[config.mk]
export PLATFORM = sky130hd
export DESIGN_NAME = icap_unit
export DESIGN_NICKNAME = d
export VERILOG_FILES = /design/src/rtl/icap_pkg.sv /design/src/rtl/icap_edge.sv /design/src/rtl/icap_decode.sv /design/src/rtl/icap_timebase.sv /design/src/rtl/icap_unit.sv
export SDC_FILE = /design/constraint.sdc
export NUM_CORES = 1
export LEC_CHECK = 0
export CAP_MARGIN = 25
export CORE_ASPECT_RATIO = 0.7
export CORE_MARGIN = 2
export CORE_UTILIZATION = 44
export CTS_BUF_LIST = sky130_fd_sc_hd__clkbuf_8 sky130_fd_sc_hd__clkbuf_16
export CTS_CLUSTER_DIAMETER = 150
export DETAILED_ROUTE_END_ITERATION = 6
export GPL_ROUTABILITY_DRIVEN = 0
export PLACE_DENSITY = 0.84
export SLEW_MARGIN = 20
export SYNTH_ARGS = -nofsm -noshare
export SYNTH_HDL_FRONTEND = slang
export SYNTH_SLANG_ARGS = --single-unit
[constraint.sdc]
create_clock -name clk_i -period 1.65 [get_ports clk_i]
set_input_delay 0.4125 -clock clk_i [delete_from_list [all_inputs] [get_ports clk_i]]
set_output_delay 0.4125 -clock clk_i [all_outputs]
set_load 0.02 [all_outputs]
[src/rtl/icap_pkg.sv]
package icap_pkg;

    localparam int unsigned MODE_W = 4;
    typedef logic [MODE_W-1:0] mode_t;

    // Mode codes; the values are what software writes into the mode field.
    localparam mode_t MODE_OFF     = 4'b0000;
    localparam mode_t MODE_RISE_A  = 4'b0001;
    localparam mode_t MODE_FALL_A  = 4'b0010;
    localparam mode_t MODE_RISE_B  = 4'b0011;
    localparam mode_t MODE_FALL_B  = 4'b0100;
    localparam mode_t MODE_PERIOD  = 4'b0101;
    localparam mode_t MODE_PW_HIGH = 4'b0110;
    localparam mode_t MODE_PW_LOW  = 4'b0111;
    localparam mode_t MODE_CHANGE  = 4'b1000;
    localparam mode_t MODE_TRIG_R  = 4'b1110;
    localparam mode_t MODE_TRIG_F  = 4'b1111;

    // What a single pin transition does in the current mode.
    typedef struct packed {
        logic cap;        // copy count into buffer
        logic rst_force;  // clear the time base unconditionally
        logic rst_opt;    // clear the time base if reset-enable is set
        logic flg;        // set the interrupt flag
        logic trg;        // emit the trigger pulse
    } edge_act_t;

    localparam edge_act_t ACT_NONE    = '0;
    localparam edge_act_t ACT_CAPTURE = '{cap: 1'b1, rst_force: 1'b0, rst_opt: 1'b1, flg: 1'b1, trg: 1'b0};
    localparam edge_act_t ACT_PW_START = '{cap: 1'b0, rst_force: 1'b1, rst_opt: 1'b0, flg: 1'b0, trg: 1'b0};
    localparam edge_act_t ACT_PW_END  = '{cap: 1'b1, rst_force: 1'b0, rst_opt: 1'b0, flg: 1'b1, trg: 1'b0};
    localparam edge_act_t ACT_TRIGGER = '{cap: 1'b1, rst_force: 1'b1, rst_opt: 1'b0, flg: 1'b0, trg: 1'b1};

    // Gate an action set with the strobe of the transition it belongs to.
    function automatic edge_act_t gate_act(edge_act_t act, logic hit);
        return hit ? act : ACT_NONE;
    endfunction

endpackage

[src/rtl/icap_edge.sv]
module icap_edge #(
    parameter int unsigned STAGES = 2
) (
    input  logic clk_i,
    input  logic rst_i,
    input  logic pin_i,
    output logic rise_o,
    output logic fall_o
);

    localparam int unsigned N = (STAGES < 2) ? 2 : STAGES;

    typedef struct packed {
        logic [N-1:0] sync;
        logic         last;
    } edge_st_t;

    edge_st_t st_d, st_q;

    always_comb begin
        st_d         = st_q;
        st_d.sync[0] = pin_i;
        for (int i = 1; i < int'(N); i++) begin
            st_d.sync[i] = st_q.sync[i-1];
        end
        st_d.last = st_q.sync[N-1];
    end

    always_ff @(posedge clk_i) begin
        if (rst_i) begin
            st_q <= '0;
        end else begin
            st_q <= st_d;
        end
    end

    assign rise_o =  st_q.sync[N-1] & ~st_q.last;
    assign fall_o = ~st_q.sync[N-1] &  st_q.last;

endmodule

[src/rtl/icap_decode.sv]
module icap_decode
    import icap_pkg::*;
(
    input  mode_t     mode_i,
    output edge_act_t rise_act_o,
    output edge_act_t fall_act_o,
    output logic      trig_mode_o
);

    always_comb begin
        rise_act_o  = ACT_NONE;
        fall_act_o  = ACT_NONE;
        trig_mode_o = 1'b0;
        case (mode_i)
            MODE_RISE_A, MODE_RISE_B, MODE_PERIOD: begin
                rise_act_o = ACT_CAPTURE;
            end
            MODE_FALL_A, MODE_FALL_B: begin
                fall_act_o = ACT_CAPTURE;
            end
            MODE_PW_HIGH: begin
                rise_act_o = ACT_PW_START;
                fall_act_o = ACT_PW_END;
            end
            MODE_PW_LOW: begin
                fall_act_o = ACT_PW_START;
                rise_act_o = ACT_PW_END;
            end
            MODE_CHANGE: begin
                rise_act_o = ACT_CAPTURE;
                fall_act_o = ACT_CAPTURE;
            end
            MODE_TRIG_R: begin
                rise_act_o  = ACT_TRIGGER;
                trig_mode_o = 1'b1;
            end
            MODE_TRIG_F: begin
                fall_act_o  = ACT_TRIGGER;
                trig_mode_o = 1'b1;
            end
            default: begin
                rise_act_o = ACT_NONE;
                fall_act_o = ACT_NONE;
            end
        endcase
    end

endmodule

[src/rtl/icap_timebase.sv]
module icap_timebase #(
    parameter int unsigned CNT_W = 16
) (
    input  logic             clk_i,
    input  logic             rst_i,
    input  logic             en_i,
    input  logic             clear_i,
    input  logic             run_set_i,
    input  logic             run_allow_i,
    output logic [CNT_W-1:0] count_o
);

    typedef struct packed {
        logic [CNT_W-1:0] count;
        logic             run;   // started by a trigger event
    } tb_st_t;

    tb_st_t st_d, st_q;

    always_comb begin
        st_d     = st_q;
        st_d.run = run_allow_i & (st_q.run | run_set_i);
        if (clear_i) begin
            st_d.count = '0;
        end else if (en_i | st_q.run) begin
            st_d.count = st_q.count + 1'b1;
        end
    end

    always_ff @(posedge clk_i) begin
        if (rst_i) begin
            st_q <= '0;
        end else begin
            st_q <= st_d;
        end
    end

    assign count_o = st_q.count;

endmodule

[src/rtl/icap_unit.sv]
module icap_unit
    import icap_pkg::*;
#(
    parameter int unsigned CNT_W       = 16,
    parameter int unsigned SYNC_STAGES = 2
) (
    input  logic              clk_i,
    input  logic              rst_i,
    input  logic              cap_i,
    input  logic [MODE_W-1:0] mode_i,
    input  logic              rst_en_i,
    input  logic              tmr_en_i,
    input  logic              flag_clr_i,
    output logic [CNT_W-1:0]  buf_o,
    output logic [CNT_W-1:0]  count_o,
    output logic              flag_o,
    output logic              trig_o
);

    logic      rise, fall;
    edge_act_t rise_act, fall_act, ev;
    logic      trig_mode;
    logic      clear_tb;

    icap_edge #(.STAGES(SYNC_STAGES)) u_edge (
        .clk_i  (clk_i),
        .rst_i  (rst_i),
        .pin_i  (cap_i),
        .rise_o (rise),
        .fall_o (fall)
    );

    icap_decode u_decode (
        .mode_i      (mode_i),
        .rise_act_o  (rise_act),
        .fall_act_o  (fall_act),
        .trig_mode_o (trig_mode)
    );

    assign ev       = edge_act_t'(gate_act(rise_act, rise) | gate_act(fall_act, fall));
    assign clear_tb = ev.rst_force | (ev.rst_opt & rst_en_i);

    icap_timebase #(.CNT_W(CNT_W)) u_tb (
        .clk_i       (clk_i),
        .rst_i       (rst_i),
        .en_i        (tmr_en_i),
        .clear_i     (clear_tb),
        .run_set_i   (ev.trg),
        .run_allow_i (trig_mode),
        .count_o     (count_o)
    );

    typedef struct packed {
        logic [CNT_W-1:0] cbuf;
        logic             flag;
        logic             trig;
    } cap_st_t;

    cap_st_t st_d, st_q;

    always_comb begin
        st_d      = st_q;
        st_d.trig = ev.trg;
        if (ev.cap) begin
            st_d.cbuf = count_o;
        end
        if (flag_clr_i) begin
            st_d.flag = 1'b0;
        end else if (ev.flg) begin
            st_d.flag = 1'b1;
        end
    end

    always_ff @(posedge clk_i) begin
        if (rst_i) begin
            st_q <= '0;
        end else begin
            st_q <= st_d;
        end
    end

    assign buf_o  = st_q.cbuf;
    assign flag_o = st_q.flag;
    assign trig_o = st_q.trig;

endmodule

==> impl_table.tex <==
\begin{tabular}{lr}
\hline
Metric & Value \\
\hline
\multicolumn{2}{l}{\textbf{Floorplanning}} \\
Die Ht & 58.2 µm \\
Number of placed I/O pins & 44 \\
Starting density of the core & 46.5\% \\
Floorplan die width & 81.5 µm \\
Placeable core region & 3970 µm² \\
Area of the die & 4740 µm² \\
Number of rows in the core area & 19 \\
\multicolumn{2}{l}{\textbf{Run}} \\
Max-cap viol count & 0 \\
\multicolumn{2}{l}{\textbf{CTS}} \\
Clock buffers created by TritonCTS & 5 \\
Worst skew pair latency & 300 ps \\
Reg clk slew, reported paths & 80 ps \\
Total number of H-tree levels & 2 \\
Sinks on the clock net & 38 \\
Max Root-Sink Buffers & 2 \\
Root Buffer Master & clkbuf\_8 \\
CTS tree & done \\
\multicolumn{2}{l}{\textbf{Power}} \\
Int Pwr & 0.00143 W \\
Combinational Power Share & 8.9\% \\
Power Dens Cells & 695 nW/µm² \\
Clock group share of total power & 40.5\% \\
Sequential share of power & 50.6\% \\
LEAKAGE & 1.34 nW \\
Net switching power of the design & 0.000412 W \\
Sw Ratio & 22.3\% \\
VDD IR-drop max & 414 µV \\
\multicolumn{2}{l}{\textbf{Route}} \\
Sum of routed wire length over all layers & 4320 µm \\
Starting DRT DRC Count & 84 \\
Post-detailed-route DRC marker count & 0 \\
Vias per cell & 4.91 \\
First-pass iteration count of the detailed router & 4 \\
Mean routed wirelength per cell & 13.6 µm \\
Via count & 1558 \\
Post-detailed-route count of antenna-violating nets & 0 \\
\multicolumn{2}{l}{\textbf{Setup path}} \\
Crit Path Max Fanout & 7 \\
Required @ worst endpoint & 1880 ps \\
Arrival time worst endpoint & 1850 ps \\
Critical Path Sink Type & flop \\
Critical setup path kind & reg -> reg \\
Sort of element at the start of the critical path & flop \\
\multicolumn{2}{l}{\textbf{Synth}} \\
Summed instance area of the synthesized netlist & 1850 µm² \\
Sequential area share after synthesis & 41.2\% \\
Synth Net Count & 209 \\
Yosys warns & 0 \\
Average instance area after synthesis & 9.33 µm² \\
Number of library cell types mapped by synthesis & 40 \\
Mapped Cells & 198 \\
Flip-flop and latch count after synthesis & 38 \\
\multicolumn{2}{l}{\textbf{Global route}} \\
Pin count of the biggest net entering global routing & 23 \\
Vias in the first global route & 1491 \\
Antenna violations before repair & 0 \\
Aggregate global routing overflow & 0 \\
Combined global-route utilization of all metal layers & 20.4\% \\
Global-route wire length before repair & 7080 µm \\
\multicolumn{2}{l}{\textbf{Final layout}} \\
Fraction of layout cells with a size suffix above 1 & 24.2\% \\
Net total in the final layout & 275 \\
Most frequent cells in the layout & buf\_4, nand2b\_1, dfxtp\_1, dlygate4sd2\_1, nor2\_1 \\
Area grow syn2layout & 43.7\% \\
Commonest non-fill, non-tap cell in the layout & buf\_4 \\
\# diodes & 0 \\
\multicolumn{2}{l}{\textbf{STA}} \\
Share of the cycle needed by the critical path after routing & 98.4\% \\
Worst relative slew slack & 75.7\% \\
Final hold viol count & 0 \\
Sum of negative setup slack & 0 ps \\
Final clock skew & 6.62 ps \\
Unrepaired setup endpoints after global routing & yes \\
Finish-stage setup viols & 0 \\
Number of max-slew violations in the final report & 0 \\
Transition time of the tightest slew-check pin & 360 ps \\
Clock period minus final worst setup slack & 1620 ps \\
Smallest setup slack after layout & 25.7 ps \\
Peak Freq & 616 MHz \\
\multicolumn{2}{l}{\textbf{Place}} \\
Setup WS pre-CTS & -531 ps \\
Post-DP HPWL & 3120 µm \\
Port Buffer Count & 43 \\
\multicolumn{2}{l}{\textbf{Hold path}} \\
Min-Delay Path Class & reg -> reg \\
\multicolumn{2}{l}{\textbf{Run status}} \\
Status & completed \\
\hline
\end{tabular}
==> state kept, by name (all words and copies together), names as in the netlist <==
| register | flops |
|---|---|
| u_tb.st_q | 1 |
| u_tb.count_o | 16 |
| u_edge.st_d | 2 |
| u_edge.st_q | 1 |
| buf_o | 16 |
| flag_o | 1 |
| trig_o | 1 |
==> worst paths after layout <==
| path | endpoint | slack, ps | startpoint | cells after the start |
|---|---|---|---|---|
| max | u_tb.count_o[14] | 30 | u_tb.count_o[4] | 5 |
| min | u_edge.st_d[0] | 450 | u_edge.st_d[2] | 1 |
| max reg2reg | u_tb.count_o[14] | 30 | u_tb.count_o[4] | 5 |
| min reg2reg | u_edge.st_d[0] | 450 | u_edge.st_d[2] | 1 |
==> per-stage QoR <==
step                      total power [W]  hold slack [ps]  area [µm²]  utilization, %  instances
after global placement            0.00111              417        2470            62.2        305
after floorplan                   0.00104              414        1850               -        198
after global routing              0.00192              476        2660            66.9        317
after detailed placement          0.00112              427        2470            62.2        305
after CTS                         0.00186              444        2580            65.0        315
final                             0.00185              447        2660            66.9        317
==> cells in the mapped netlist <==
master / number / area share (%)
nand2b_1: 31 / 10
mux2i_1: 16 / 8.7
o21a_1: 1 / 0.41
nand3b_1: 1 / 0.41
a21oi_1: 3 / 0.81
nand3_1: 3 / 0.81
nand2_1: 6 / 1.2
or2b_1: 2 / 0.81
buf_2: 1 / 0.27
o21ai_0: 4 / 1.1
o31ai_1: 1 / 0.41
nor3b_1: 1 / 0.41
nand4_4: 1 / 1.2
nor2_1: 18 / 3.7
dfxtp_1: 38 / 41
o211ai_1: 2 / 0.81
clkbuf_1: 5 / 1.0
buf_4: 17 / 6.9
xnor2_1: 8 / 3.8
inv_1: 4 / 0.81
o31a_1: 1 / 0.47
and3b_1: 1 / 0.47
or3_4: 1 / 0.61
nand4_1: 2 / 0.68
xor2_1: 6 / 2.8
o221a_2: 1 / 0.61
o32a_1: 1 / 0.54
ha_1: 1 / 0.68
or3_1: 2 / 0.68
nor2b_1: 3 / 1.0
or4_1: 1 / 0.41
a31oi_1: 1 / 0.34
nor4_1: 4 / 1.4
o2111ai_2: 1 / 0.81
nor4b_1: 2 / 0.95
o211a_1: 1 / 0.54
or2_2: 1 / 0.34
nor3_1: 3 / 0.81
and3_1: 1 / 0.34
o21bai_1: 1 / 0.41
==> logic make-up (layout without fill, tap and decap cells) <==
group | after synthesis | count (layout) | share of synthesized area (%)
flip-flops | 38 | 38 | 41.2
AO/OA/AOI/OAI | 18 | 18 | 7.24
buffers and inverters | 27 | 94 | 9.00
XOR/XNOR | 14 | 14 | 6.64
AND/OR/NAND/NOR | 84 | 84 | 26.6
adder cells (fa/ha/maj) | 1 | 1 | 0.677
multiplexers | 16 | 16 | 8.67
==> area by class of cell <==
type	count	area (µm²)
Clock buffer	8	110
Tap cell	52	65.1
Multi-Input combinational cell	133	965
Timing Repair Buffer	82	727
Fill cell	308	1310
Sequential cell	38	774
Inverter	4	15.0
==> layer usage <==
layer | part of all wire, % | up-vias | track usage [%]
met5 | 0 | - | 0
met4 | 2.9 | 0 | 11.1
met3 | 5.9 | 11 | 4.83
met2 | 43 | 50 | 29.2
met1 | 48 | 709 | 28.3
li1 | - | 788 | -
==> timing repair <==
action	4_1_cts	5_1_grt
gates cloned	0	0
setup buffers	2	2
resized for setup	34	19
hold buffers	0	0
setup endpoints to repair	47	24
pin swaps	1	2
==> power by group through the flow <==
stage                     clock, W  combinational, W  sequential (W)
after global placement           0          0.000158        0.000956
after floorplan                  0         0.0000806        0.000958
after detailed placement         0          0.000162        0.000956
after CTS                 0.000762          0.000161        0.000936
after global routing      0.000807          0.000177        0.000936
final                     0.000747          0.000165        0.000935
==> worst max-delay path, cell delays in order (launching register included) <==
cell,delay [ps]
dfxtp_4,390
nand4_4,100
buf_4,170
or3_4,360
or3_1,390
a21oi_2,140
No activity file was read; power rests on OpenSTA's default activity.
